===== config.mk =====
export PLATFORM = sky130hd
export DESIGN_NAME = nand_page_ecc
export DESIGN_NICKNAME = d
export VERILOG_FILES = /design/src/rtl/nand_ecc_pkg.sv /design/src/rtl/nand_ecc_ctrl.sv /design/src/rtl/nand_ecc_datapath.sv /design/src/rtl/nand_page_ecc.sv
export SDC_FILE = /design/constraint.sdc
export NUM_CORES = 1
export LEC_CHECK = 0
export BUFFER_PORTS_ARGS = -buffer_cell sky130_fd_sc_hd__clkbuf_2
export CORE_ASPECT_RATIO = 1.75
export CORE_UTILIZATION = 60
export DETAILED_ROUTE_END_ITERATION = 8
export GPL_ROUTABILITY_DRIVEN = 1
export MAX_ROUTING_LAYER = met4
export PLACE_DENSITY = 0.81
export SLEW_MARGIN = 20
export SYNTH_ARGS = -nofsm -noshare
export SYNTH_HDL_FRONTEND = slang
export SYNTH_HIERARCHICAL = 1
export SYNTH_SLANG_ARGS = --single-unit

===== constraint.sdc =====
create_clock -name clk -period 3.7 [get_ports clk]
set_input_delay 0.74 -clock clk [delete_from_list [all_inputs] [get_ports clk]]
set_output_delay 0.74 -clock clk [all_outputs]
set_load 0.02 [all_outputs]

===== src/rtl/nand_ecc_pkg.sv =====
package nand_ecc_pkg;
  localparam int DATA_W = 16;
  localparam int WORD_W = 12;
  localparam int BIT_W  = 4;
  localparam int ECC_W  = WORD_W + BIT_W;
  localparam int BASE_BYTES = 512;

  typedef enum logic [1:0] {PH_DATA, PH_CODE, PH_DONE} phase_t;

  typedef struct packed {
    logic              clr;
    logic              accEn;
    logic              eccEn;
    logic [1:0]        eccIdx;
    logic [WORD_W-1:0] wordIdx;
    logic              done;
  } ecc_strobe_t;
endpackage


===== src/rtl/nand_ecc_ctrl.sv =====
module nand_ecc_ctrl
  import nand_ecc_pkg::*;
(
  input  logic        clk,
  input  logic        rstN,
  input  logic        bus16,
  input  logic [1:0]  pageSel,
  input  logic        ctrlRst,
  input  logic        strobe,
  output ecc_strobe_t st
);
  localparam int CNT_W = WORD_W + 1;

  phase_t            phase;
  logic [WORD_W-1:0] wordCnt;
  logic [1:0]        eccCnt;
  logic [CNT_W-1:0]  dataWords;
  logic [WORD_W-1:0] lastWord;
  logic [1:0]        lastEcc;

  always_comb begin
    dataWords = (CNT_W'(BASE_BYTES) << pageSel) >> bus16;
    lastWord  = WORD_W'(dataWords - CNT_W'(1));
    lastEcc   = bus16 ? 2'd1 : 2'd3;
  end

  always_ff @(posedge clk or negedge rstN) begin
    if (!rstN) begin
      phase   <= PH_DATA;
      wordCnt <= '0;
      eccCnt  <= '0;
    end else if (ctrlRst) begin
      phase   <= PH_DATA;
      wordCnt <= '0;
      eccCnt  <= '0;
    end else if (strobe) begin
      unique case (phase)
        PH_DATA: begin
          if (wordCnt == lastWord) phase <= PH_CODE;
          else wordCnt <= wordCnt + 1'b1;
        end
        PH_CODE: begin
          if (eccCnt == lastEcc) phase <= PH_DONE;
          else eccCnt <= eccCnt + 1'b1;
        end
        default: ;
      endcase
    end
  end

  always_comb begin
    st.clr     = ctrlRst;
    st.accEn   = strobe && !ctrlRst && (phase == PH_DATA);
    st.eccEn   = strobe && !ctrlRst && (phase == PH_CODE);
    st.eccIdx  = eccCnt;
    st.wordIdx = wordCnt;
    st.done    = (phase == PH_DONE);
  end

  p_word_range_r1: assert property (@(posedge clk) disable iff (!rstN)
    st.accEn |-> st.wordIdx <= lastWord);
  p_code_order_r4: assert property (@(posedge clk) disable iff (!rstN)
    st.eccEn |-> st.eccIdx <= lastEcc);
  p_restart_r3: assert property (@(posedge clk) disable iff (!rstN)
    ctrlRst |=> (phase == PH_DATA) && (wordCnt == '0) && (eccCnt == '0));
endmodule


===== src/rtl/nand_ecc_datapath.sv =====
module nand_ecc_datapath
  import nand_ecc_pkg::*;
(
  input  logic              clk,
  input  logic              rstN,
  input  logic              bus16,
  input  logic [DATA_W-1:0] dataIn,
  input  ecc_strobe_t       st,
  output logic [ECC_W-1:0]  parityOut,
  output logic [ECC_W-1:0]  nparityOut,
  output logic              recErr,
  output logic              eccErr,
  output logic              mulErr
);
  logic [ECC_W-1:0] accP, accN, eccP, eccN;
  logic [ECC_W-1:0] addP, addN, addr;
  logic [ECC_W-1:0] synP, synN;
  logic [2*ECC_W-1:0] synAll;
  logic nonZero, oneBit;

  always_comb begin
    addP = '0;
    addN = '0;
    addr = '0;
    for (int b = 0; b < DATA_W; b++) begin
      if ((b < 8 || bus16) && dataIn[b]) begin
        addr = {st.wordIdx, BIT_W'(b)};
        addP = addP ^ addr;
        addN = addN ^ ~addr;
      end
    end
  end

  always_ff @(posedge clk or negedge rstN) begin
    if (!rstN) begin
      accP <= '0; accN <= '0; eccP <= '0; eccN <= '0;
    end else if (st.clr) begin
      accP <= '0; accN <= '0; eccP <= '0; eccN <= '0;
    end else begin
      if (st.accEn) begin
        accP <= accP ^ addP;
        accN <= accN ^ addN;
      end
      if (st.eccEn) begin
        if (bus16) begin
          if (st.eccIdx[0]) eccN <= dataIn;
          else              eccP <= dataIn;
        end else begin
          unique case (st.eccIdx)
            2'd0: eccP[7:0]  <= dataIn[7:0];
            2'd1: eccP[15:8] <= dataIn[7:0];
            2'd2: eccN[7:0]  <= dataIn[7:0];
            default: eccN[15:8] <= dataIn[7:0];
          endcase
        end
      end
    end
  end

  always_comb begin
    synP    = accP ^ eccP;
    synN    = accN ^ eccN;
    synAll  = {synN, synP};
    nonZero = |synAll;
    oneBit  = nonZero && ((synAll & (synAll - 1'b1)) == '0);
    recErr  = st.done && nonZero;
    eccErr  = st.done && oneBit;
    mulErr  = st.done && nonZero && !oneBit && (synP != ~synN);
    parityOut  = st.done ? synP : accP;
    nparityOut = st.done ? synN : accN;
  end

  p_frozen_r10: assert property (@(posedge clk) disable iff (!rstN)
    (st.done && $past(st.done)) |-> ($stable(parityOut) && $stable(nparityOut)));
  p_clear_r3: assert property (@(posedge clk) disable iff (!rstN)
    st.clr |=> (accP == '0) && (accN == '0) && (eccP == '0) && (eccN == '0));
  p_exclusive_r12: assert property (@(posedge clk) disable iff (!rstN)
    !(eccErr && mulErr));
  p_implies_r12: assert property (@(posedge clk) disable iff (!rstN)
    (eccErr || mulErr) |-> recErr);
  p_quiet_r9: assert property (@(posedge clk) disable iff (!rstN)
    !st.done |-> !(recErr || eccErr || mulErr));
endmodule


===== src/rtl/nand_page_ecc.sv =====
module nand_page_ecc
  import nand_ecc_pkg::*;
(
  input  logic              clk,
  input  logic              rstN,
  input  logic              bus16,
  input  logic [1:0]        pageSel,
  input  logic              ctrlRst,
  input  logic              strobe,
  input  logic [DATA_W-1:0] dataIn,
  output logic [ECC_W-1:0]  parityOut,
  output logic [ECC_W-1:0]  nparityOut,
  output logic              recErr,
  output logic              eccErr,
  output logic              mulErr
);
  ecc_strobe_t st;

  nand_ecc_ctrl ctrl_i (
    .clk(clk), .rstN(rstN), .bus16(bus16), .pageSel(pageSel),
    .ctrlRst(ctrlRst), .strobe(strobe), .st(st)
  );

  nand_ecc_datapath dp_i (
    .clk(clk), .rstN(rstN), .bus16(bus16), .dataIn(dataIn), .st(st),
    .parityOut(parityOut), .nparityOut(nparityOut),
    .recErr(recErr), .eccErr(eccErr), .mulErr(mulErr)
  );
endmodule


==> PnR_summary.wiki <==
{| class="wikitable"
! Metric !! Value
|-
| Max-slew headroom at the worst pin || 47.5%
|-
| Highest attainable clock frequency || 0.290 GHz
|-
| Die Footprint || 9710 um^2
|-
| Initial antenna violation count || 0
|-
| Cell-by-cell listing of the critical path || xnor2_1 > nand3_1 > nor3_2 > nand3_1 > a221oi_1 > nand4_1 > and3_1 > clkbuf_2
|-
| Required time of the worst setup path || 2.96 ns
|-
| Number of flops mapped to enable cells by yosys || 0
|-
| Worst setup SP type || flip-flop
|-
| Netlist cell types || 55
|-
| Area of combinational cells with multiple inputs || 3500 um^2
|-
| Number of setup buffers added after CTS || 0
|-
| Diode insertion count for antenna repair || 0
|-
| Share of final-layout standard cells stronger than drive strength 1 || 23.1%
|-
| Post-synthesis sequential area ratio || 35.8%
|-
| TritonCTS buffer count || 9
|-
| Switching power as a share of total power || 38.1%
|-
| Setup TNS Final || 0 ns
|-
| Final Wtd Congestion || 0.989
|-
| Quantity of hold-fixing buffers added after cts || 0
|-
| Chip width || 74.9 um
|-
| Top delay family on crit path || simple AND/OR/NAND/NOR gates
|-
| Starting Density || 61.8%
|-
| Final Critical Period || 3.45 ns
|-
| Fraction of power consumed by the clock network || 26.1%
|-
| Critical path endpoint category || primary output
|-
| Register-to-register path setup slack || 1.31 ns
|-
| Area of the mapped netlist || 5590 um^2
|-
| Leakage component of the power || 2.67 nW
|-
| Floorplan die height || 130 um
|-
| Vias || 4646
|-
| Most common cell after layout, fill and taps aside || sky130_fd_sc_hd__xnor2_1
|-
| Clk_skew || 0.00340 ns
|-
| Power density of the placed cells || 542 nW/um^2
|-
| Final layout net count || 675
|-
| Syn nets || 617
|-
| WS Path Type || flip-flop to primary output
|-
| Count of warnings emitted by yosys || 6
|-
| Maximum ir drop on the vdd rail || 0.352 mV
|-
| Worst slack at placement || 0.373 ns
|-
| Global-route usage over all layers || 34.6%
|-
| Placeable core region || 9040 um^2
|-
| WP buf/inv || 1
|-
| Reg2Reg Launch Point || ctrl_i/phase[1]
|-
| Post-layout power || 3.46 mW
|-
| Number of nets still failing antenna checks after routing || 0
|-
| Vias in the first global route || 4643
|-
| Total overflow reported by the global router || 0
|-
| Hold Crit Class || primary input to async pin
|-
| Number of top-level design ports || 58
|-
| Data arrival time of the critical path || 2.71 ns
|-
| Filler instances || 700
|-
| Number of placed instances with taps included || 759
|-
| Clk sinks || 80
|-
| TritonCTS clock tree || yes
|-
| Crit path max-delay cell type || sky130_fd_sc_hd__dfrtp_1
|-
| Clock edge transition at the registers on the reported setup and hold paths || 0.06 ns
|-
| Relative area change from synthesis to final layout || 14.4%
|-
| Root buffer cell || sky130_fd_sc_hd__clkbuf_16
|-
| Number of cell rows || 46
|-
| Insertion delay to the later sink of the worst-skew pair || 0.34 ns
|-
| Fin cells || 775
|-
| CTS H-Tree Depth || 3
|-
| Sequential share of power || 33.0%
|-
| Via density per instance || 5.99
|-
| Most Frequent Cell on Critical Path || sky130_fd_sc_hd__nand3_1
|-
| Footprint of the flip-flops and latches || 2000 um^2
|-
| First-pass GRT wire length || 23.7 mm
|-
| Design internal power || 2.14 mW
|-
| Max-cap violations || 0
|-
| Clock Path Buffers || 2
|-
| Setup repair after global routing missed its margin || no
|-
| Number of pins with negative max-slew slack in the final report || 0
|-
| Most frequent cells in the layout || 116 x sky130_fd_sc_hd__xnor2_1, 80 x sky130_fd_sc_hd__dfrtp_1, 56 x sky130_fd_sc_hd__clkbuf_2
|-
| Outcome || completed
|-
| First-iteration detailed-routing DRC count || 276
|-
| Proportion of power drawn by combinational gates || 40.9%
|-
| Number of hold violations in the final report || 0
|-
| Synthesis-stage register bit count || 80
|-
| Cells on worst reg2reg path || 8
|-
| Routed length per placed instance || 19.6 um
|-
| Least setup slack across all paths after layout || 0.248 ns
|-
| Post-detail-place hpwl || 11.3 mm
|-
| NetSw || 1.32 mW
|-
| Crit path max fanout || 6
|-
| Reg2Reg Capture Point || dp_i/accN[15]
|-
| # DRC || 0
|-
| DR pass1 iterations || 5
|-
| Utilization of the core after routing || 70.7%
|-
| Mean cell area of the mapped netlist || 9.43 um^2
|-
| Total of endpoints with negative setup slack in the final report || 0
|-
| Maximum number of pins on one net before global-route repair || 81
|-
| Final Routed Wirelength || 15.2 mm
|-
| Synthesized instance count || 592
|-
| Final period util || 93.3%
|-
| Number of I/O port buffers || 57
|-
| Transition at the pin with the smallest max-transition slack || 0.787 ns
|-
| Longest individual stage delay on the worst path || 0.42 ns
|-
| Post-synthesis async set-or-reset flop share || 100%
|-
| Top_reg_cell synth || sky130_fd_sc_hd__dfrtp_1
|}
-- layout make-up --
| cell class | count | area share [%] |
|---|---|---|
| timing repair buffer | 72 | 6.32 |
| clock inverter | 5 | 0.861 |
| tap | 120 | 2.35 |
| clock buffer | 11 | 3.95 |
| sequential | 80 | 31.3 |
| multi-input combinational | 479 | 54.7 |
| inverter | 8 | 0.470 |
-- cell usage after synthesis (all sizes together), types with 3 or more instances --
cell type  number  area (um^2)
nor4            6         43.8
dfrtp          80         2000
and3            7         43.8
nor2           56          210
nand2          53          199
nand4           9         56.3
o31ai           5         37.5
nor3b           4         30.0
or4             5         37.5
nand2b          3         18.8
clkbuf         16         60.1
mux2           35          398
nor3           21          160
o22ai           5         31.3
buf             9         66.3
nor2b          17          106
a31oi           6         37.5
xnor2         123         1080
inv             8         30.0
xor2           27          236
a21oi          15         75.1
mux2i           9         90.1
o21ai          10         50.1
nand3          29          158
-- through the flow --
step,hold slack [ns],area [um^2]
6_report,0.412,6390
5_1_grt,0.502,6390
4_1_cts,0.530,6320
3_5_place_dp,0.510,6010
3_3_place_gp,0.506,6010
2_1_floorplan,0.444,5590
-- power groups by stage --
stage / logic [mW] / registers [mW] / clock network (mW)
finish: 1.42 / 1.14 / 0.906
global route: 1.52 / 1.16 / 0.951
CTS: 1.38 / 1.13 / 0.917
detailed placement: 1.37 / 1.15 / 0
global placement: 1.35 / 1.13 / 0
floorplan: 1.03 / 1.11 / 0
-- cells by family after synthesis --
logic type | after synthesis | share of synthesized area (%)
adders and majority gates | 3 | 0.627
DFF | 80 | 35.8
and+or+nand+nor | 222 | 20.7
muxes | 44 | 8.74
buffers and inverters | 33 | 2.80
xor gates and xnor gates | 152 | 24.4
AOI/OAI and AO/OA | 58 | 6.90
-- flip-flops by register name, summed over array words and instances (netlist names) --
| name | cells |
|---|---|
| dp_i/accP | 16 |
| dp_i/accN | 16 |
| ctrl_i/phase | 2 |
| dp_i/eccN | 16 |
| ctrl_i/eccCnt | 2 |
| dp_i/eccP | 16 |
| ctrl_i/wordCnt | 12 |
-- how the worst max path moves through the flow --
stage / from / to / slack (ns) / depth (start not counted)
after floorplan: dp_i/accP[10] / eccErr / 0.78 / 7
after global placement: dp_i/accP[7] / mulErr / 0.42 / 8
after detailed placement: dp_i/accP[7] / mulErr / 0.37 / 8
after CTS: dp_i/accP[7] / mulErr / 0.006 / 8
after global routing: dp_i/accP[10] / mulErr / 0.04 / 8
final: dp_i/accP[12] / mulErr / 0.25 / 8
-- metal layers --
metal  part of all wire, %  GRT usage [%]  vias up
met5                     0              -        -
li1                      -              -     2153
met4                   7.0           22.4        0
met2                    54           59.1      142
met3                   3.1           5.68       57
met1                    36           35.5     2294
-- what timing repair did --
action | CTS | global route
resized for setup | 0 | 10
endpoints found under the setup margin | 0 | 2
hold endpoints to repair | 0 | 0
No activity file was read; power rests on OpenSTA's default activity.
